$ cat config.mk
export PLATFORM = sky130hd
export DESIGN_NAME = taskfile_regs
export DESIGN_NICKNAME = d
export VERILOG_FILES = /design/src/rtl/taskfile_regs.sv
export SDC_FILE = /design/constraint.sdc
export NUM_CORES = 1
export LEC_CHECK = 0
export CORE_ASPECT_RATIO = 1.2
export CORE_MARGIN = 10
export CORE_UTILIZATION = 25
export DETAILED_ROUTE_END_ITERATION = 12
export DONT_BUFFER_PORTS = 1
export GPL_TIMING_DRIVEN = 0
export PLACE_DENSITY = 0.44
export SLEW_MARGIN = 0
export SYNTH_ARGS = -nofsm -noshare
export SYNTH_HDL_FRONTEND = slang
export SYNTH_SLANG_ARGS = --single-unit
$ cat constraint.sdc
create_clock -name clk -period 2.4 [get_ports clk]
set_input_delay 0 -clock clk [delete_from_list [all_inputs] [get_ports clk]]
set_output_delay 0 -clock clk [all_outputs]
set_load 0.02 [all_outputs]
$ cat src/rtl/taskfile_regs.sv
module taskfile_regs (
  input  logic        clk,
  input  logic        rst_n,
  input  logic        strap_slave,
  input  logic        cs_cmd_n,
  input  logic        cs_ctl_n,
  input  logic [2:0]  addr,
  input  logic        rd_stb,
  input  logic        wr_stb,
  input  logic [15:0] wdata,
  output logic [15:0] rdata,
  output logic [2:0]  dd_oe,
  output logic        iocs16_n,
  output logic        intrq,
  output logic        intrq_oe,
  output logic        drive_rst,
  output logic        cmd_strobe,
  output logic [7:0]  cmd_code,
  output logic        dport_rd,
  output logic        dport_wr,
  output logic [15:0] dport_wdata,
  input  logic [15:0] dport_rdata,
  output logic [7:0]  tf_precomp,
  output logic [7:0]  tf_sc,
  output logic [7:0]  tf_sn,
  output logic [15:0] tf_cyl,
  output logic [3:0]  tf_head,
  output logic        tf_drv,
  input  logic [6:0]  drv_status,
  input  logic        wr_gate_n,
  input  logic        init_done,
  input  logic        seq_done,
  input  logic [7:0]  seq_err,
  input  logic        seq_busy_set,
  input  logic        seq_upd,
  input  logic [7:0]  seq_sc,
  input  logic [7:0]  seq_sn,
  input  logic [15:0] seq_cyl,
  input  logic [3:0]  seq_head
);

  localparam logic [7:0] ERR_DEF = 8'h01;
  localparam logic [7:0] SC_DEF  = 8'h01;
  localparam logic [7:0] SN_DEF  = 8'h01;
  localparam logic [2:0] A_DATA  = 3'd0;
  localparam logic [2:0] A_ALT   = 3'd6;
  localparam logic [2:0] A_STAT  = 3'd7;

  logic       busy, init_wait, irq_pend;
  logic       dor_srst, dor_nien;
  logic       cmd_q;
  logic [7:0] code_q, err_q, pc_q, sc_q, sn_q, cl_q, ch_q;
  logic       dh_drv;
  logic [3:0] dh_head;

  logic       cmd_sel, ctl_sel, selected, dor_wr, srst_next, tf_wr, stat_ack;
  logic [7:0] status;

  function automatic logic data_out_cmd(input logic [7:0] c);
    return (c[7:2] == 6'b001100) || (c == 8'h50) || (c == 8'hC5) || (c == 8'hE8);
  endfunction

  assign cmd_sel   = !cs_cmd_n && cs_ctl_n;
  assign ctl_sel   = cs_cmd_n && !cs_ctl_n;
  assign selected  = (dh_drv == strap_slave);
  assign status    = {busy, drv_status};
  assign dor_wr    = wr_stb && ctl_sel && (addr == A_ALT);
  assign srst_next = dor_wr ? wdata[2] : dor_srst;
  assign tf_wr     = wr_stb && cmd_sel && !busy;
  assign stat_ack  = rd_stb && cmd_sel && (addr == A_STAT) && selected;

  always_ff @(posedge clk or negedge rst_n) begin
    if (!rst_n) begin
      busy      <= 1'b1;
      init_wait <= 1'b1;
      irq_pend  <= 1'b0;
      dor_srst  <= 1'b0;
      dor_nien  <= 1'b0;
      cmd_q     <= 1'b0;
      code_q    <= 8'h00;
      pc_q      <= 8'h00;
      err_q     <= ERR_DEF;
      sc_q      <= SC_DEF;
      sn_q      <= SN_DEF;
      cl_q      <= 8'h00;
      ch_q      <= 8'h00;
      dh_drv    <= 1'b0;
      dh_head   <= 4'h0;
    end else begin
      cmd_q <= 1'b0;
      if (dor_wr) begin
        dor_srst <= wdata[2];
        dor_nien <= wdata[1];
      end
      if (srst_next) begin
        busy      <= 1'b1;
        init_wait <= 1'b1;
        irq_pend  <= 1'b0;
        err_q     <= ERR_DEF;
        sc_q      <= SC_DEF;
        sn_q      <= SN_DEF;
        cl_q      <= 8'h00;
        ch_q      <= 8'h00;
        dh_drv    <= 1'b0;
        dh_head   <= 4'h0;
      end else if (init_wait) begin
        if (init_done) begin
          busy      <= 1'b0;
          init_wait <= 1'b0;
        end
      end else begin
        if (stat_ack) irq_pend <= 1'b0;
        if (tf_wr) begin
          case (addr)
            3'd1: pc_q <= wdata[7:0];
            3'd2: sc_q <= wdata[7:0];
            3'd3: sn_q <= wdata[7:0];
            3'd4: cl_q <= wdata[7:0];
            3'd5: ch_q <= wdata[7:0];
            3'd6: begin
              dh_drv  <= wdata[4];
              dh_head <= wdata[3:0];
            end
            3'd7: begin
              cmd_q  <= 1'b1;
              code_q <= wdata[7:0];
              busy   <= !data_out_cmd(wdata[7:0]);
            end
            default: ;
          endcase
        end
        if (seq_busy_set) busy <= 1'b1;
        if (seq_done) begin
          busy     <= 1'b0;
          err_q    <= seq_err;
          irq_pend <= 1'b1;
        end
        if (seq_upd) begin
          sc_q    <= seq_sc;
          sn_q    <= seq_sn;
          cl_q    <= seq_cyl[7:0];
          ch_q    <= seq_cyl[15:8];
          dh_head <= seq_head;
        end
      end
    end
  end

  always_comb begin
    rdata    = 16'h0000;
    dd_oe    = 3'b000;
    dport_rd = 1'b0;
    if (rd_stb && selected) begin
      if (cmd_sel) begin
        dd_oe = 3'b011;
        if (busy) begin
          rdata = {8'h00, status};
        end else begin
          case (addr)
            3'd0: begin
              rdata    = dport_rdata;
              dd_oe    = 3'b111;
              dport_rd = 1'b1;
            end
            3'd1: rdata = {8'h00, err_q};
            3'd2: rdata = {8'h00, sc_q};
            3'd3: rdata = {8'h00, sn_q};
            3'd4: rdata = {8'h00, cl_q};
            3'd5: rdata = {8'h00, ch_q};
            3'd6: rdata = {8'h00, 3'b101, dh_drv, dh_head};
            default: rdata = {8'h00, status};
          endcase
        end
      end else if (ctl_sel) begin
        if (addr == A_ALT) begin
          dd_oe = 3'b011;
          rdata = {8'h00, status};
        end else if (addr == A_STAT) begin
          dd_oe = 3'b001;
          rdata = {9'h000, wr_gate_n, ~dh_head, dh_drv ? 2'b01 : 2'b10};
        end
      end
    end
  end

  assign iocs16_n    = !(cmd_sel && (addr == A_DATA) && selected && !busy);
  assign dport_wr    = wr_stb && cmd_sel && (addr == A_DATA) && !busy;
  assign dport_wdata = wdata;
  assign intrq_oe    = irq_pend && selected && !dor_nien;
  assign intrq       = intrq_oe;
  assign drive_rst   = dor_srst || !rst_n;
  assign cmd_strobe  = cmd_q;
  assign cmd_code    = code_q;
  assign tf_precomp  = pc_q;
  assign tf_sc       = sc_q;
  assign tf_sn       = sn_q;
  assign tf_cyl      = {ch_q, cl_q};
  assign tf_head     = dh_head;
  assign tf_drv      = dh_drv;

endmodule

==> metrics.yaml <==
synthesis:
  synth_most_common_cell: "dfrtp_1"
  ys_async_sr_fraction_pct: 100
  synth-edff-count: 0
  synth_top_family_by_area: "simple AND/OR/NAND/NOR gates"
  avgSynthCellArea_sq_um: 9.85
  yosys-top-cells-area: "dfrtp_1 36%, mux2_2 12%, a21oi_1 6.2%, nor2_1 3.7%, nand2_1 3.2%"
  synth_seq_area_share_pct: 38.6
  synth_seq_cells: 67
  synth_cells: 442
  synth-compound-area-share_pct: 16.1
  synth_warnings: 0
  synth_top_area_share_pct: 35.6
  synth_ff_type: "dfrtp_1"
  synthXorXnorAreaFrac_pct: 0.402
  ys_types: 59
  netlist_area_sq_um: 4360
  synth_nets: 540
  muxShareOfSynthArea_pct: 17.6
  synth_fa_ha_area_share_pct: 0
  synthTopCellsByCount: "62 x dfrtp_1, 54 x a21oi_1, 48 x mux2_2, 43 x nor2_1, 37 x nand2_1"
  synth_area_leader_cell: "dfrtp_1"
  yosys.area_share.simple_pct: 18.3
timing:
  rsz0062_at_grt: "yes"
  hold_violations: 0
  skew_ns: 0.00661
  slew_headroom_pct: 49.4
  finalCritPeriodShare_pct: 98.3
  fin_tns_setup_ns: 0
  worstMarginPinSlew_ns: 0.754
  final-setup-viol-count: 0
  fmax_mhz: 424
  slew_viol_final: 0
  period_minus_slack_ns: 2.36
grt:
  gr-usage-all-layers_pct: 15.4
  grt_pass1_vias: 4066
  antenna_found_initial: 2
  grt_max_degree: 68
  grt-ovfl-total: 0
  grt_pass1_wl_mm: 27.0
flow_run:
  maxCapViolCount: 0
clock_tree:
  h-tree-depth: 3
  clock_tree.root_cell: "clkbuf_16"
  clk_path_buf_depth: 2
  cts_tree: "yes"
  cts.clk_slew.worst_paths_ns: 0.06
  cts_sinks: 67
  cts_setup_buffers: 0
  clock_latency_ns: 0.34
  cts-buffers-inserted: 9
route:
  vias_per_cell: 5.12
  route.detailed.drc: 0
  firstDrtPassIters: 5
  avgRoutedWirePerCell_um: 25.4
  antenna_left: 0
  routed_wirelength_mm: 18.6
  drtIter0Drc: 202
  vias: 3761
power:
  pwr-share-comb_pct: 26.6
  total_power_mw: 4.69
  internal-power_mw: 2.87
  p_per_area_nw_per_um2: 844
  p_clk_share_pct: 28.5
  power_frac_seq_pct: 44.9
  p_leak_nw: 2.36
  p_sw_mw: 1.81
  swShare_pct: 38.7
  ir_worst_vdd_mv: 0.364
placement:
  hpwl_mm: 14.2
  numPortBuffers: 0
  routabilityCongestion: 0.826
critical_path:
  crit_required_ns: 2.40
  start_kind: "register"
  critical_path_class: "register to output port"
  path_max_fanout: 9
  cp.arrival_ns: 2.36
  critPathCaptureType: "output port"
floorplan:
  dieArea_sq_um: 23100
  die_w_um: 140
  fp.dieH_um: 165
  core_sq_um: 17000
  pin_count: 193
  rows: 52
  start_util_pct: 25.6
finish:
  multiInputGateArea_sq_um: 2310
  syn_to_final_growth_pct: 27.5
  final_nets: 609
  seqCellArea_sq_um: 1680
  layout-drive-gt1-share_pct: 26.0
  fill_cells: 1749
  final_util_pct: 32.7
run_status:
  status: "complete, no violations"
hold_path:
  hp-class: "input port to register"
[logic make-up (layout without fill, tap and decap cells)]
logic type	after synthesis	after routing
AOI/OAI and AO/OA	110	110
xor gates and xnor gates	2	2
buffers and inverters	53	127
DFF	67	67
muxes	65	65
other	0	2
and+or+nand+nor	145	145
[metrics by stage]
stage | setup WS [ns] | area (sq um) | hold WS, ns | std cells
after global routing | -0.0992 | 5550 | 0.0584 | 733
final | 0.0412 | 5560 | 0.0530 | 734
after CTS | 0.00305 | 5560 | 0.0476 | 733
after global placement | 0.133 | 4630 | -0.290 | 658
after floorplan | 0.451 | 4360 | -0.296 | 442
after detailed placement | 0.107 | 4630 | -0.290 | 658
[critical path, cell delays in order (launching register included)]
cell	delay (ns)
dfrtp_1	0.57
xnor2_1	0.31
nand2_1	0.26
nor2_1	0.51
a32o_1	0.37
[cell type report]
cell class / instances / share of cell area (%)
Multi-Input combinational cell: 322 / 41.5
Antenna cell: 2 / 0.0901
Buffer: 46 / 6.55
Sequential cell: 67 / 30.3
Tap cell: 216 / 4.86
Timing Repair Buffer: 59 / 10.9
Inverter: 6 / 0.405
Clock inverter: 6 / 1.22
Clock buffer: 10 / 4.12
[cells in the final DEF (no fill, tap or decap), drive strengths merged, types with 4 or more instances in the layout]
master,n
nor2b,12
mux2i,7
nor3,8
o2bb2ai,4
mux2,57
nor3b,5
and2,9
dfstp,5
a21oi,54
a31oi,4
inv,6
nor2,43
dfrtp,62
nand2,37
dlygate4sd3,58
buf,37
nand3b,7
nand2b,4
o21ai,19
o22ai,4
clkbuf,20
nand3,7
[repair_timing]
action	CTS	global route
hold buffers	59	0
gates cloned	0	0
resized for setup	5	0
endpoints found under the hold margin	131	0
endpoints found under the setup margin	12	5
[worst paths after layout]
path,start,to,slack (ns),depth (start not counted)
hold / removal,wr_stb,dor_nien,0.05,2
max in group asynchronous,rst_n,tf_sc[0],1.84,2
setup reg to reg,busy,busy,0.14,6
hold reg to reg,dor_nien,dor_nien,0.51,1
min in group asynchronous,rst_n,tf_precomp[7],0.18,2
setup / recovery,tf_drv,rdata[7],0.04,4
[flip-flops by register name, summed over array words and instances, names as in the netlist]
register	count
tf_sc	8
ch_q	8
busy	1
tf_precomp	8
dor_srst	1
dor_nien	1
irq_pend	1
tf_drv	1
err_q	8
tf_sn	8
cmd_code	8
init_wait	1
cmd_strobe	1
tf_head	4
cl_q	8
[power by group through the flow]
stage,sequential (mW),combinational (mW),clock [mW]
detailed placement,2.12,1.13,0
floorplan,1.92,0.912,0
CTS,2.11,1.28,1.37
global placement,2.12,1.12,0
finish,2.10,1.25,1.34
global route,2.15,1.35,1.41
[routing by layer]
metal  part of all wire [%]  wire length [um]  GRT usage, %  up-vias
li1                       -                 -             -     1710
met1                     38              7060          17.2     1830
met2                     49              9060          25.5      195
met3                     11              2100          7.21       26
met4                    2.2               416          4.93        0
met5                      0                 0             0        -
(Power assumes the default switching activity.)
